`config.mk`:
```
export PLATFORM = sky130hd
export DESIGN_NAME = ctx_reg_top
export DESIGN_NICKNAME = d
export VERILOG_FILES = /design/src/rtl/ctx_pkg.sv /design/src/rtl/ctx_sel_decode.sv /design/src/rtl/ctx_field_reg.sv /design/src/rtl/ctx_reg_top.sv
export SDC_FILE = /design/constraint.sdc
export NUM_CORES = 1
export LEC_CHECK = 0
export BUFFER_PORTS_ARGS = -buffer_cell sky130_fd_sc_hd__buf_2
export CAP_MARGIN = 40
export CORE_ASPECT_RATIO = 1.5
export CORE_MARGIN = 2
export CORE_UTILIZATION = 36
export DETAILED_ROUTE_END_ITERATION = 7
export PLACE_DENSITY_LB_ADDON = 0.08
export SETUP_SLACK_MARGIN = 0.2
export SYNTH_ARGS = -nofsm -noshare
export SYNTH_HDL_FRONTEND = slang
export SYNTH_SLANG_ARGS = --single-unit
```
`constraint.sdc`:
```
create_clock -name clk -period 1.4 [get_ports clk]
set_input_delay 0 -clock clk [delete_from_list [all_inputs] [get_ports clk]]
set_output_delay 0 -clock clk [all_outputs]
set_load 0.02 [all_outputs]
```
`src/rtl/ctx_pkg.sv`:
```
package ctx_pkg;
  localparam int NUM_FIELDS = 5;

  // Field order follows the index-mask bit order.
  function automatic int fld_width(input int i);
    case (i)
      0: return 8;
      1: return 4;
      2: return 4;
      3: return 1;
      default: return 1;
    endcase
  endfunction

  function automatic int fld_lsb(input int i);
    case (i)
      0: return 39;
      1: return 13;
      2: return 9;
      3: return 1;
      default: return 2;
    endcase
  endfunction
endpackage

```
`src/rtl/ctx_sel_decode.sv`:
```
module ctx_sel_decode #(
  parameter int IDX_W = 8,
  parameter int NF    = 5,
  parameter logic [1:0] SEL_CODE = 2'b01
) (
  input  logic             wr_en,
  input  logic [IDX_W-1:0] wr_index,
  output logic [NF-1:0]    fld_we
);
  logic hit;

  always_comb begin
    hit    = wr_en && (wr_index[IDX_W-1 -: 2] == SEL_CODE);
    fld_we = hit ? wr_index[NF-1:0] : '0;
  end
endmodule

```
`src/rtl/ctx_field_reg.sv`:
```
module ctx_field_reg #(
  parameter int W = 4
) (
  input  logic         clk,
  input  logic         rst,
  input  logic         we,
  input  logic [W-1:0] d,
  output logic [W-1:0] q
);
  always_ff @(posedge clk) begin
    if (rst)     q <= '0;
    else if (we) q <= d;
  end

  // a field whose enable is low holds its value
  a_r3_hold_unmasked: assert property (@(posedge clk) disable iff (rst)
    !we |=> $stable(q));

  // an enabled field shows the written data one edge later
  a_r8_load_next: assert property (@(posedge clk) disable iff (rst)
    we |=> (q == $past(d)));
endmodule

```
`src/rtl/ctx_reg_top.sv`:
```
module ctx_reg_top #(
  parameter int DATA_W = 64,
  parameter int IDX_W  = 8
) (
  input  logic              clk,
  input  logic              rst,
  input  logic              wr_en,
  input  logic [IDX_W-1:0]  wr_index,
  input  logic [DATA_W-1:0] wr_data,
  output logic [DATA_W-1:0] rd_data
);
  import ctx_pkg::*;
  localparam int NF = NUM_FIELDS;

  logic [NF-1:0]     fld_we;
  logic [DATA_W-1:0] part [NF];

  ctx_sel_decode #(.IDX_W(IDX_W), .NF(NF), .SEL_CODE(2'b01)) u_dec (
    .wr_en    (wr_en),
    .wr_index (wr_index),
    .fld_we   (fld_we)
  );

  for (genvar g = 0; g < NF; g++) begin : g_fld
    localparam int FW  = fld_width(g);
    localparam int FL  = fld_lsb(g);
    logic [FW-1:0] q;

    ctx_field_reg #(.W(FW)) u_reg (
      .clk (clk),
      .rst (rst),
      .we  (fld_we[g]),
      .d   (wr_data[FL +: FW]),
      .q   (q)
    );

    always_comb begin
      part[g]          = '0;
      part[g][FL +: FW] = q;
    end
  end

  always_comb begin
    rd_data = '0;
    for (int i = 0; i < NF; i++) rd_data = rd_data | part[i];
  end

  // writes to another register leave the whole word stable
  a_r1_unselected_ignored: assert property (@(posedge clk) disable iff (rst)
    (wr_en && wr_index[IDX_W-1 -: 2] != 2'b01) |=> $stable(rd_data));

  // a write with an empty mask leaves the whole word stable
  a_r5_empty_mask: assert property (@(posedge clk) disable iff (rst)
    (wr_en && wr_index[NF-1:0] == '0) |=> $stable(rd_data));

  // reset clears every field
  a_r9_reset_clears: assert property (@(posedge clk)
    rst |=> (rd_data == '0));
endmodule

```
== Word level (Yosys, flattened, before mapping) ==
Index checks and enable logic that the tools add are counted.
Operators by class
  add/subtract/negate cells: 0
  multipliers: 0
  divide/modulo/power cells: 0
  order comparisons: 0
  eq/ne operators: 1
  shifts and indexed selects: 0
  muxes and demuxes: 1
  bitwise gates (word level): 4
  reductions and logical operators: 1
Operators by type and width (count)
  $or 64x3->64: 1
  $or 47x13->47: 1
  $or 47x17->47: 1
  $or 47x2->47: 1
  $mux 5: 1
  $eq 2x1->1 const B: 1
  $logic_and 1x1->1: 1
Storage, ports and cells
  flip-flop bits (word level): 18
  latch bits: 0
  memory bits (writable): 0
  bits in read-only memories: 0
  input port bits: 75
  logic and storage cells: 12
  memories kept: 0

== Longest topological paths before layout ==
Gate-level depths: netlist of run 1.
  word-level depth: 4
  depth in mapped cells: 3
  gate-level depth less buffers: 2

== By module ==
A second synthesis of run 1 with hierarchy kept.
Unflattened totals
  cells, all modules: 112
  area total of the unflattened synthesis: 1047.3 µm²
By module, submodules not included
  ctx_reg_top: instances 1, cells each 49, area each 364.1 µm², sequential area each 0.0 µm²
  ctx_field_reg at g_fld[0].u_reg: instances 1, cells each 26, area each 285.3 µm², sequential area each 160.2 µm²
  ctx_field_reg at g_fld[1].u_reg ...: instances 2, cells each 13, area each 140.1 µm², sequential area each 80.1 µm²
  ctx_field_reg at g_fld[3].u_reg ...: instances 2, cells each 3, area each 33.8 µm², sequential area each 20.0 µm²
  ctx_sel_decode: instances 1, cells each 5, area each 50.0 µm², sequential area each 0.0 µm²

== Least setup slack after synthesis of run 1 ==
No wires, ideal clock.
  path type: register to register
  start point: register g_fld[0].u_reg.q[0] (netlist name)
  end point: register g_fld[0].u_reg.q[0]
  library setup time: 0.072 ns
  arrival time: 0.589 ns
  slack: 0.739 ns
  cell stages (with the launch flop): 3
  path buffers: 0
  path through: dfxtp_1 -> nand2b_1 -> mux2i_1
RTL lines
  end signal: assignment: RTL line ctx_field_reg.sv:11  | if (rst) q <= '0;
  end signal: assignment: RTL line ctx_field_reg.sv:12  | else if (we) q <= d;
  end: declaration: RTL line ctx_field_reg.sv:8  | output logic [W-1:0] q

== Final worst setup path of run 1 ==
  start point: register g_fld[0].u_reg.q[3]
  end point: output port rd_data[42]
On the way
  cells in the longest elaborated chain, start to end: 4
RTL lines
  $or 47x17->47: RTL line ctx_reg_top.sv:45  | for (int i = 0; i < NF; i++) rd_data = rd_data | part[i];
  $or 47x13->47: RTL line ctx_reg_top.sv:45
  $or 47x2->47: RTL line ctx_reg_top.sv:45
  $or 64x3->64: RTL line ctx_reg_top.sv:45
  end: declaration: RTL line ctx_reg_top.sv:10  | output logic [DATA_W-1:0] rd_data
Every way passes these cells.

==> results.txt, run 1 <==
drt via density - 3.71
Final WS setup - 0.631 ns
critical path type - reg2out
std cell rows - 25
Fin Clk Skew - 0 ns
clock latency on the worst-skew pair - 0.25 ns
max cap viols - 0
Yosys warning count - 0
Hold Path Class - in2reg
min Tclk post-route - 0.769 ns
gr usage total - 0.102
core area - 0.00319 mm²
Post-Syn Area per Cell - 9.26 µm²
worst slack, placed - 0.385 ns
Post-DP Area - 0.00126 mm²
post-layout instance area - 0.00136 mm²
Antenna Nets Post-Route - 0
max_slew headroom - 0.664
Seq cells post-synth - 18
fin cells - 216
Worst Max-Slew Pin Slew - 0.504 ns
vias in the first global route - 661
post-cts resize count - 0
CTS Hold Bufs - 4
gpl congestion - 0.611
Sink Count - 18
P per Cell Area - 883 mW/mm²
setup_tns - 0 ns
register area share after synthesis - 0.295
peak supply drop - 0.415 mV
final setup violation count - 0
Pins Over Slew Limit - 0
max reg flops - 18
RSZ-0062 raised after global routing - no
setup repair bufs after CTS - 0
Die Area - 0.00389 mm²
number of diodes - 0
Worst path top cell family by delay - flip-flops
worst-path fanout max - 2
Yosys cell types - 9
cell area after synthesis - 0.00122 mm²
Final Net Count - 252
# IOs - 139
Starting Density - 0.383
fin crit share - 0.550
routed length per placed instance - 9.65 µm
first-pass GRT wire length - 2960 µm
DR DRC count - 0
crit path DAT - 0.77 ns
Largest regs - g_fld.u_reg.q: 18 flops
Post-Route WL - 2090 µm
Reg clk slew, reported paths - 0.07 ns
pin count of the biggest net entering global routing - 37
Max clock buf depth - 2
initial antenna violation count - 0
dpl cells - 208
First-pass DRT Iterations - 2
number of port buffers - 45
cts bufs inserted - 3
Hold Fails Final Rpt - 0
Top reg by flops - g_fld.u_reg.q
grt total ovfl - 0
Slowest-stage cell, CP - dfxtp_1
Setup crit end kind - output pin
Root Buffer - clkbuf_8
area grow syn2layout - 11.0%
CTS tree - done
post-DP HPWL - 1660 µm
WP buf/inv - 1
Post-Syn Instances - 132
Worst Path Required - 1.40 ns
Cell Chain, Critical Path - buf_2
die height - 75.4 µm
leakage - 0.689 nW
via count - 802
die width - 51.6 µm
share of cells above drive strength 1 - 0.278
H-tree levels - 1
FMAX - 1300 MHz
Initial DRC Count - 6
Largest stage delay, worst path - 0.34 ns
outcome - finished, final reports clean
CP startpoint kind - register
Util after Layout - 0.425
==> path summary, 6_finish.rpt <==
path         slack, ns                              from                          endpoint  cells after the start
max reg2reg       0.81  g_fld[0].u_reg.q[3]$_SDFFE_PP0P_  g_fld[0].u_reg.q[3]$_SDFFE_PP0P_                      2
min              0.007                       wr_data[43]  g_fld[0].u_reg.q[4]$_SDFFE_PP0P_                      3
max               0.63  g_fld[0].u_reg.q[3]$_SDFFE_PP0P_                       rd_data[42]                      1
min reg2reg       0.47  g_fld[0].u_reg.q[5]$_SDFFE_PP0P_  g_fld[0].u_reg.q[5]$_SDFFE_PP0P_                      2
==> per-layer routing <==
metal,part of all wire,track usage,up-vias
met2,0.52,0.168,45
li1,-,-,410
met5,0,0,-
met3,0.085,0.0137,2
met4,0.012,0.0614,0
met1,0.38,0.127,345
==> synthesized netlist by cell type (all sizes together) <==
master,count,share of area
buf,51,0.32
nand2b,36,0.18
and4b,3,0.025
conb,1,0.0031
nand4b,2,0.014
clkbuf,3,0.0092
mux2i,18,0.15
dfxtp,18,0.29
==> cell usage in the layout (no fill, tap or decap) <==
master         synthesis  routed
dfxtp_1               18      18
and4b_1                3       3
clkbuf_8               0       4
mux2i_1               18      18
nand4b_1               2       2
conb_1                 1      46
dlygate4sd3_1          0       4
nand2b_1              36      36
buf_2                  0      45
==> cell families (layout without fill, tap and decap cells) <==
group | count (synthesis) | count (layout) | share of synthesized area
buf+inv | 54 | 53 | 0.332
simple gates | 41 | 41 | 0.223
mux | 18 | 18 | 0.147
flops | 18 | 18 | 0.295
other cells | 1 | 46 | 0.00307
==> report_power, final <==
part	switching [mW]	leakage [nW]	internal, mW
Clock	0.175	0.0288	0.250
Combinational	0.169	0.515	0.0749
Sequential	0.00517	0.146	0.523
==> through the flow <==
step / hold slack [ns] / total power [mW]
2_1_floorplan: 0.152 / 0.820
3_3_place_gp: 0.262 / 0.772
3_5_place_dp: 0.272 / 0.774
4_1_cts: 0.00328 / 1.22
5_1_grt: 0.0184 / 1.26
6_report: 0.00683 / 1.20
==> layout make-up <==
type | instances | area (µm²)
clock buffer | 4 | 55.1
tap | 40 | 50.0
fill | 337 | 1830
sequential | 18 | 360
multi-input combinational | 105 | 626
timing repair buffer | 49 | 265
(Power assumes the default switching activity.)
==> run 2, diff against run 1 <==
- ABC_AREA: unset -> 1
- CORE_UTILIZATION: 36 -> 35
- clock period: 1.4 -> 0.8 ns (I/O delays scaled with it)
==> run 2 against run 1 <==
Against the previous run:
- via count up 43%
- setup slack worse by 0.56 ns
- non-clock buffer count up 10
- hold slack better by 0.017 ns
- critical path depth unchanged
- register-to-register slack worse by 0.70 ns
- total power up 82%
- sequential share of layout area down 2.1 points
==> results.txt, run 2 <==
Setup crit end kind - output pin
crit path DAT - 0.73 ns (-0.04 ns)
# IOs - 139 (unchanged)
Final Net Count - 338 (+34%)
std cell rows - 27 (+8.0%)
outcome - finished, final reports clean
Seq cells post-synth - 18 (unchanged)
leading post-synthesis cells by cell area - dfxtp_1 28%, buf_4 28%, inv_1 16%
Post-Syn Area per Cell - 6.32 µm² (-32%)
P_int - 1.45 mW (+71%)
grt total ovfl - 0 (unchanged)
area grow syn2layout - 33.2%
dominant cell type by area after synthesis - dfxtp_1
worst-path fanout max - 2 (unchanged)
Sequential Power Share - 0.425 (-0.016)
Post-Syn Instances - 205 (+55%)
Fin Clk Skew - 0 ns (unchanged)
critical path type - reg2out
Die Area - 0.00422 mm² (+8.5%)
cts bufs inserted - 3 (unchanged)
Antenna Nets Post-Route - 0 (unchanged)
Initial DRC Count - 8 (+2)
vias in the first global route - 971 (+47%)
first-pass GRT wire length - 4020 µm (+36%)
FF-to-FF End - g_fld[0].u_reg.q[7]$_SDFFE_PP0P_
Top reg by flops - g_fld.u_reg.q
drt via density - 3.76 (+1.3%)
WHS Path Cells - 4 (+1)
post-DP HPWL - 1950 µm (+18%)
Largest stage delay, worst path - 0.35 ns (about the same)
initial antenna violation count - 0 (unchanged)
end of the critical path - rd_data[12]
top post-synthesis cells by count - 55 x inv_1, 48 x buf_4, 36 x nand2_1
Async SR Flop Fraction - 0 (unchanged)
clock share of power - 0.300 (-0.055)
switching power share of the total - 0.332 (+0.0397)
Reg clk slew, reported paths - 0.07 ns (about the same)
Slowest-stage cell, CP - dfxtp_4
number of port buffers - 45 (unchanged)
Post-Route WL - 2420 µm (+16%)
post-synth top area share - 0.278 (-0.0168)
First-pass DRT Iterations - 2 (unchanged)
Yosys warning count - 0 (unchanged)
Worst path top cell family by delay - flip-flops
clock latency on the worst-skew pair - 0.25 ns (about the same)
Worst Path Required - 0.80 ns (-0.60 ns)
max cap viols - 0 (unchanged)
pin count of the biggest net entering global routing - 19 (-49%)
die height - 78.5 µm (+4.2%)
P per Cell Area - 1260 mW/mm² (+43%)
flop2flop setup slack - 0.11 ns (-0.70 ns)
DR DRC count - 0 (unchanged)
combinational power share - 0.275 (+0.071)
leakage - 1.02 nW (+47%)
core area - 0.00361 mm² (+13%)
Hold Worst Slack - 0.0243 ns (+0.0174 ns)
routed length per placed instance - 7.93 µm (-18%)
RR Startpoint - g_fld[0].u_reg.q[7]$_SDFFE_PP0P_
FMAX - 1370 MHz
Util after Layout - 0.478 (+0.0526)
CTS tree - done
Pins Over Slew Limit - 0 (unchanged)
peak supply drop - 0.965 mV (+130%)
number of diodes - 0 (unchanged)
crit path launch - g_fld[2].u_reg.q[3]$_SDFFE_PP0P_
Largest regs - g_fld.u_reg.q: 18 flops
FF/Latch Area - 423 µm² (+17%)
count leader, synth - inv_1
gr usage total - 0.125 (+0.0230)
most frequent cells in the layout - 46 x conb_1, 34 x inv_1, 32 x nand2_1, 27 x buf_2, 24 x buf_6
cell area after synthesis - 0.00130 mm² (+6.0%)
Max clock buf depth - 2 (unchanged)
Sink Count - 18 (unchanged)
commonest non-fill, non-tap cell in the layout - conb_1
CTS Hold Bufs - 0 (-4)
CP startpoint kind - register
final setup violation count - 0 (unchanged)
gpl congestion - 0.743 (+21%)
register area share after synthesis - 0.278 (-0.0168)
fin crit share - 0.911
min Tclk post-route - 0.729 ns
H-tree levels - 1 (unchanged)
Filler cells - 413 (+23%)
Root Buffer - clkbuf_8
Cell Chain, Critical Path - buf_6
max reg flops - 18 (unchanged)
top_reg_cell synth - dfxtp_1
area of the multi-input gates - 529 µm² (-15%)
Hold Path Class - in2reg
Worst R2R Path Depth - 5 (+3)
via count - 1147 (+43%)
number of synthesized flops with an enable pin - 0 (unchanged)
WP depth - 1 (unchanged)
RSZ-0062 raised after global routing - yes
Hold Fails Final Rpt - 0 (unchanged)
Yosys cell types - 14 (+5)
NetSw - 0.721 mW (+110%)
WP buf/inv - 1 (unchanged)
die width - 53.7 µm (+4.1%)
Starting Density - 0.359 (-0.0245)
share of cells above drive strength 1 - 0.416 (+0.138)
==> run 2: changes by cell type in the layout (fill, tap and decap cells not counted), sizes merged, moves of 14 or more <==
cell    change
inv        +55
nor2       +19
buf        +14
nand3      +18
mux2i      -18
nand2b     -36
nand2      +37
==> run 2: how the worst min path moves through the flow <==
| stage | start | endpoint |
|---|---|---|
| finish | wr_index[3] | g_fld[3].u_reg.q$_SDFFE_PP0P_ |
| global route | wr_index[3] | g_fld[3].u_reg.q$_SDFFE_PP0P_ |
| CTS | wr_index[3] | g_fld[3].u_reg.q$_SDFFE_PP0P_ |
| detailed placement | wr_index[3] | g_fld[3].u_reg.q$_SDFFE_PP0P_ |
| global placement | wr_index[3] | g_fld[3].u_reg.q$_SDFFE_PP0P_ |
| floorplan | wr_index[1] | g_fld[1].u_reg.q[0]$_SDFFE_PP0P_ |
==> run 2: kinds of logic after synthesis <==
logic type | after synthesis | share of synthesized area
flops | 18 | 0.278
buf+inv | 107 | 0.456
simple gates | 79 | 0.264
other cells | 1 | 0.00289
==> run 2: timing repair <==
item,4_1_cts,5_1_grt
hold endpoints to repair,0,0
resized for setup,39,16
endpoints found under the setup margin,26,36
pin swaps,2,9
setup buffers,5,0
==> run 2: cell type report <==
| type | instances | area share |
|---|---|---|
| timing repair buffer | 59 | 0.270 |
| tap | 43 | 0.0312 |
| clock buffer | 4 | 0.0261 |
| multi-input combinational | 125 | 0.307 |
| sequential | 18 | 0.245 |
| inverter | 56 | 0.122 |
==> run 2: worst min-delay path: cells and delay by family <==
kind / cells / cell delay (ns)
and+or+nand+nor: 3 / 0.16
buffers and inverters: 1 / 0.09
==> run 2: power by group through the flow <==
| stage | Combinational, mW | Sequential, mW | Clock (mW) |
|---|---|---|---|
| 4_1_cts | 0.586 | 0.922 | 0.701 |
| 3_5_place_dp | 0.533 | 0.936 | 0 |
| 5_1_grt | 0.667 | 0.928 | 0.741 |
| 6_report | 0.598 | 0.923 | 0.653 |
| 3_3_place_gp | 0.533 | 0.936 | 0 |
| 2_1_floorplan | 0.517 | 0.972 | 0 |
==> run 2: through the flow <==
| stage | setup WS [ns] | TNS (ns) | total power [mW] | instance area, µm² | std cells |
|---|---|---|---|---|---|
| 4_1_cts | 0.0567 | 0 | 2.21 | 1690 | 305 |
| 3_5_place_dp | -0.00897 | -0.0176 | 1.47 | 1490 | 296 |
| 5_1_grt | 0.0450 | 0 | 2.34 | 1730 | 305 |
| 3_3_place_gp | 0.00242 | 0 | 1.47 | 1490 | 296 |
| 6_report | 0.0713 | 0 | 2.17 | 1730 | 305 |
| 2_1_floorplan | 0.181 | 0 | 1.49 | 1530 | 250 |
==> run 2: per-layer routing <==
| metal | share of wire | vias to the layer above | global-route usage |
|---|---|---|---|
| li1 | - | 607 | - |
| met2 | 0.54 | 53 | 0.215 |
| met4 | 0.017 | 0 | 0.0615 |
| met3 | 0.078 | 4 | 0.0285 |
| met5 | 0 | - | 0 |
| met1 | 0.37 | 483 | 0.137 |
==> run 3, diff against run 2 <==
- CORE_UTILIZATION: 35 -> 33
- PLACE_DENSITY: unset -> 0.8
- PLACE_DENSITY_LB_ADDON: 0.08 -> unset
- SYNTH_HIERARCHICAL: unset -> 1
==> run 3 against run 2 <==
Against the previous run:
- hold slack improved by 0.0060 ns
- synthesized cell count decreased by 13%
- count of clock-buffer cells in the layout shrank 1
- final area decreased by 8.7%
- critical path depth did not move
- combinational power fell by 7.2%
- sequential power rose by 3.6%
- die area is 2.3% lower
- wire length decreased by 8.2%
- utilization fell by 2.0 points
- register-to-register slack better by 0.02 ns
- largest cell class unchanged
- highest routed layer unchanged
==> results.txt, run 3 <==
outcome - finished, final reports clean
core area - 0.00345 mm² (-4.6%)
die width - 53.1 µm (-1.1%)
fin crit share - 0.890 (-0.0212)
Pins Over Slew Limit - 0 (unchanged)
crit path DAT - 0.71 ns (-0.02 ns)
number of diodes - 0 (unchanged)
routed length per placed instance - 8.22 µm (+3.7%)
number of port buffers - 45 (unchanged)
Starting Density - 0.346 (-0.0128)
gpl congestion - 0.683 (-8.1%)
FF-to-FF End - g_fld[1].u_reg/q[1]$_SDFFE_PP0P_
H-tree levels - 1 (unchanged)
Worst Min Path Start - wr_data[12]
switching power share of the total - 0.319 (-0.0125)
drt via density - 3.60 (-4.4%)
Hold Worst Slack - 0.0303 ns (+0.00601 ns)
min Tclk post-route - 0.712 ns (-0.0169 ns)
WP buf/inv - 1 (unchanged)
Hold EP - g_fld[2].u_reg/q[3]$_SDFFE_PP0P_
Seq cells post-synth - 18 (unchanged)
post-layout instance area - 0.00158 mm² (-8.7%)
initial antenna violation count - 0 (unchanged)
die height - 77.6 µm (-1.2%)
via count - 971 (-15%)
FMAX - 1400 MHz (+2.4%)
leading post-synthesis cells by cell area - dfxtp_1 30%, buf_4 30%, nor2_1 11%
P_int - 1.45 mW (about the same)
post-DP HPWL - 1650 µm (-15%)
vias in the first global route - 794 (-18%)
NetSw - 0.682 mW (-5.5%)
RSZ-0062 raised after global routing - yes
Yosys cell types - 11 (-3)
Slowest-stage cell, CP - dfxtp_2
Post-DP Area - 0.00131 mm² (-12%)
Fin Clk Skew - 0 ns (unchanged)
max cap viols - 0 (unchanged)
P per Cell Area - 1350 mW/mm² (+7.6%)
CP startpoint kind - register
area grow syn2layout - 32.2%
count leader, synth - buf_4
flop2flop setup slack - 0.13 ns (+0.02 ns)
first-pass GRT wire length - 3280 µm (-19%)
most frequent cells in the layout - 46 x conb_1, 34 x nand2_1, 30 x nor2_1, 26 x inv_1, 26 x buf_2
worst-path fanout max - 2 (unchanged)
peak supply drop - 0.649 mV (-33%)
Post-Syn Area per Cell - 6.70 µm² (+5.9%)
Die Area - 0.00412 mm² (-2.3%)
DR DRC count - 0 (unchanged)
First-pass DRT Iterations - 4 (+2)
pin count of the biggest net entering global routing - 17 (-2)
post-synth top area share - 0.302 (+0.0242)
# IOs - 139 (unchanged)
clock latency on the worst-skew pair - 0.25 ns (about the same)
Hold Path Class - in2reg
register area share after synthesis - 0.302 (+0.0242)
Worst path top cell family by delay - flip-flops
number of synthesized flops with an enable pin - 0 (unchanged)
final setup violation count - 0 (unchanged)
share of cells above drive strength 1 - 0.404 (-0.0125)
Largest stage delay, worst path - 0.34 ns (about the same)
Util after Layout - 0.457 (-0.0205)
WHS Path Cells - 5 (+1)
Final Power - 2.14 mW (-1.8%)
Worst Path Required - 0.80 ns (about the same)
Final Net Count - 305 (-9.8%)
Async SR Flop Fraction - 0 (unchanged)
grt total ovfl - 0 (unchanged)
clock share of power - 0.293 (-0.007)
fin cells - 270 (-11%)
Sink Count - 18 (unchanged)
Post-Syn Instances - 178 (-13%)
Setup crit end kind - output pin
leakage - 0.905 nW (-11%)
RR Startpoint - g_fld[1].u_reg/q[1]$_SDFFE_PP0P_
Top reg by flops - g_fld.u_reg/q
commonest non-fill, non-tap cell in the layout - conb_1
dpl cells - 262 (-11%)
critical path type - reg2out
std cell rows - 26 (-3.7%)
Reg clk slew, reported paths - 0.07 ns (about the same)
Filler cells - 373 (-9.7%)
Root Buffer - clkbuf_8
max reg flops - 18 (unchanged)
Antenna Nets Post-Route - 0 (unchanged)
Post-Route WL - 2220 µm (-8.2%)
gr usage total - 0.107 (-0.0183)
Hold Fails Final Rpt - 0 (unchanged)
Worst R2R Path Depth - 3 (-2)
cell area after synthesis - 0.00119 mm² (-8.0%)
top_reg_cell synth - dfxtp_1
dominant cell type by area after synthesis - dfxtp_1
Max clock buf depth - 2 (unchanged)
Initial DRC Count - 4 (-4)
CTS tree - done
combinational power share - 0.260 (-0.015)
Sequential Power Share - 0.448 (+0.023)
Largest regs - g_fld.u_reg/q: 18 flops
Yosys warning count - 6 (+6)
Cell Chain, Critical Path - buf_6
cts bufs inserted - 3 (unchanged)
top post-synthesis cells by count - 48 x buf_4, 36 x nor2_1, 35 x nand2_1
==> run 3: logic make-up after synthesis <==
family	synth area share
and+or+nand+nor	0.263
other	0.00314
DFF	0.302
buffers and inverters	0.431
==> run 3: worst min-delay path, cell delays in order <==
cell,delay (ns)
buf_2,0.09
inv_1,0.04
nand2_1,0.04
nand2_1,0.05
nor2_1,0.03
==> run 3: layout make-up <==
class                           instances  area [µm²]  share of cell area
Multi-Input combinational cell        124         537               0.340
Clock buffer                            3        41.3              0.0262
Timing Repair Buffer                   54         442               0.280
Sequential cell                        18         383               0.243
Inverter                               29         121              0.0770
Tap cell                               42        52.6              0.0333
==> run 3: power groups by stage <==
stage	sequential [mW]	clock, mW	combinational [mW]
floorplan	1.00	0	0.501
global placement	0.966	0	0.478
detailed placement	0.965	0	0.484
CTS	0.955	0.665	0.530
global route	0.958	0.690	0.612
finish	0.956	0.625	0.555
==> run 3: what timing repair did <==
| action | CTS | global route |
|---|---|---|
| buffers inserted | 3 | 1 |
| resized for setup | 47 | 11 |
| hold buffers | 0 | 0 |
| gates cloned | 0 | 1 |
| endpoints found under the setup margin | 19 | 34 |
| pin swaps | 0 | 4 |
==> run 3: worst max-delay path by stage <==
| stage | slack (ns) | end | cells past startpoint | from |
|---|---|---|---|---|
| after floorplan | 0.09 | g_fld[0].u_reg/q[6]$_SDFFE_PP0P_ | 8 | wr_index[7] |
| after global placement | -0.04 | g_fld[0].u_reg/q[6]$_SDFFE_PP0P_ | 8 | wr_index[7] |
| after detailed placement | -0.07 | g_fld[0].u_reg/q[6]$_SDFFE_PP0P_ | 8 | wr_index[7] |
| after CTS | 0.07 | rd_data[14] | 1 | g_fld[1].u_reg/q[1]$_SDFFE_PP0P_ |
| after global routing | 0.06 | rd_data[1] | 1 | g_fld[3].u_reg/q$_SDFFE_PP0P_ |
| final | 0.09 | rd_data[2] | 1 | g_fld[4].u_reg/q$_SDFFE_PP0P_ |
==> run 3: metrics by stage <==
step	worst slack, ns	setup TNS (ns)
final	0.0882	0
after detailed placement	-0.0719	-0.514
after global routing	0.0591	0
after floorplan	0.0946	0
after global placement	-0.0413	-0.230
after CTS	0.0734	0
==> run 3: metal layers <==
| metal | track usage | part of all wire | up-vias | wire (µm) |
|---|---|---|---|---|
| li1 | - | - | 511 | - |
| met1 | 0.118 | 0.36 | 390 | 788 |
| met2 | 0.179 | 0.52 | 64 | 1160 |
| met3 | 0.0154 | 0.093 | 6 | 207 |
| met4 | 0.0744 | 0.028 | 0 | 63 |
| met5 | 0 | 0 | - | 0 |
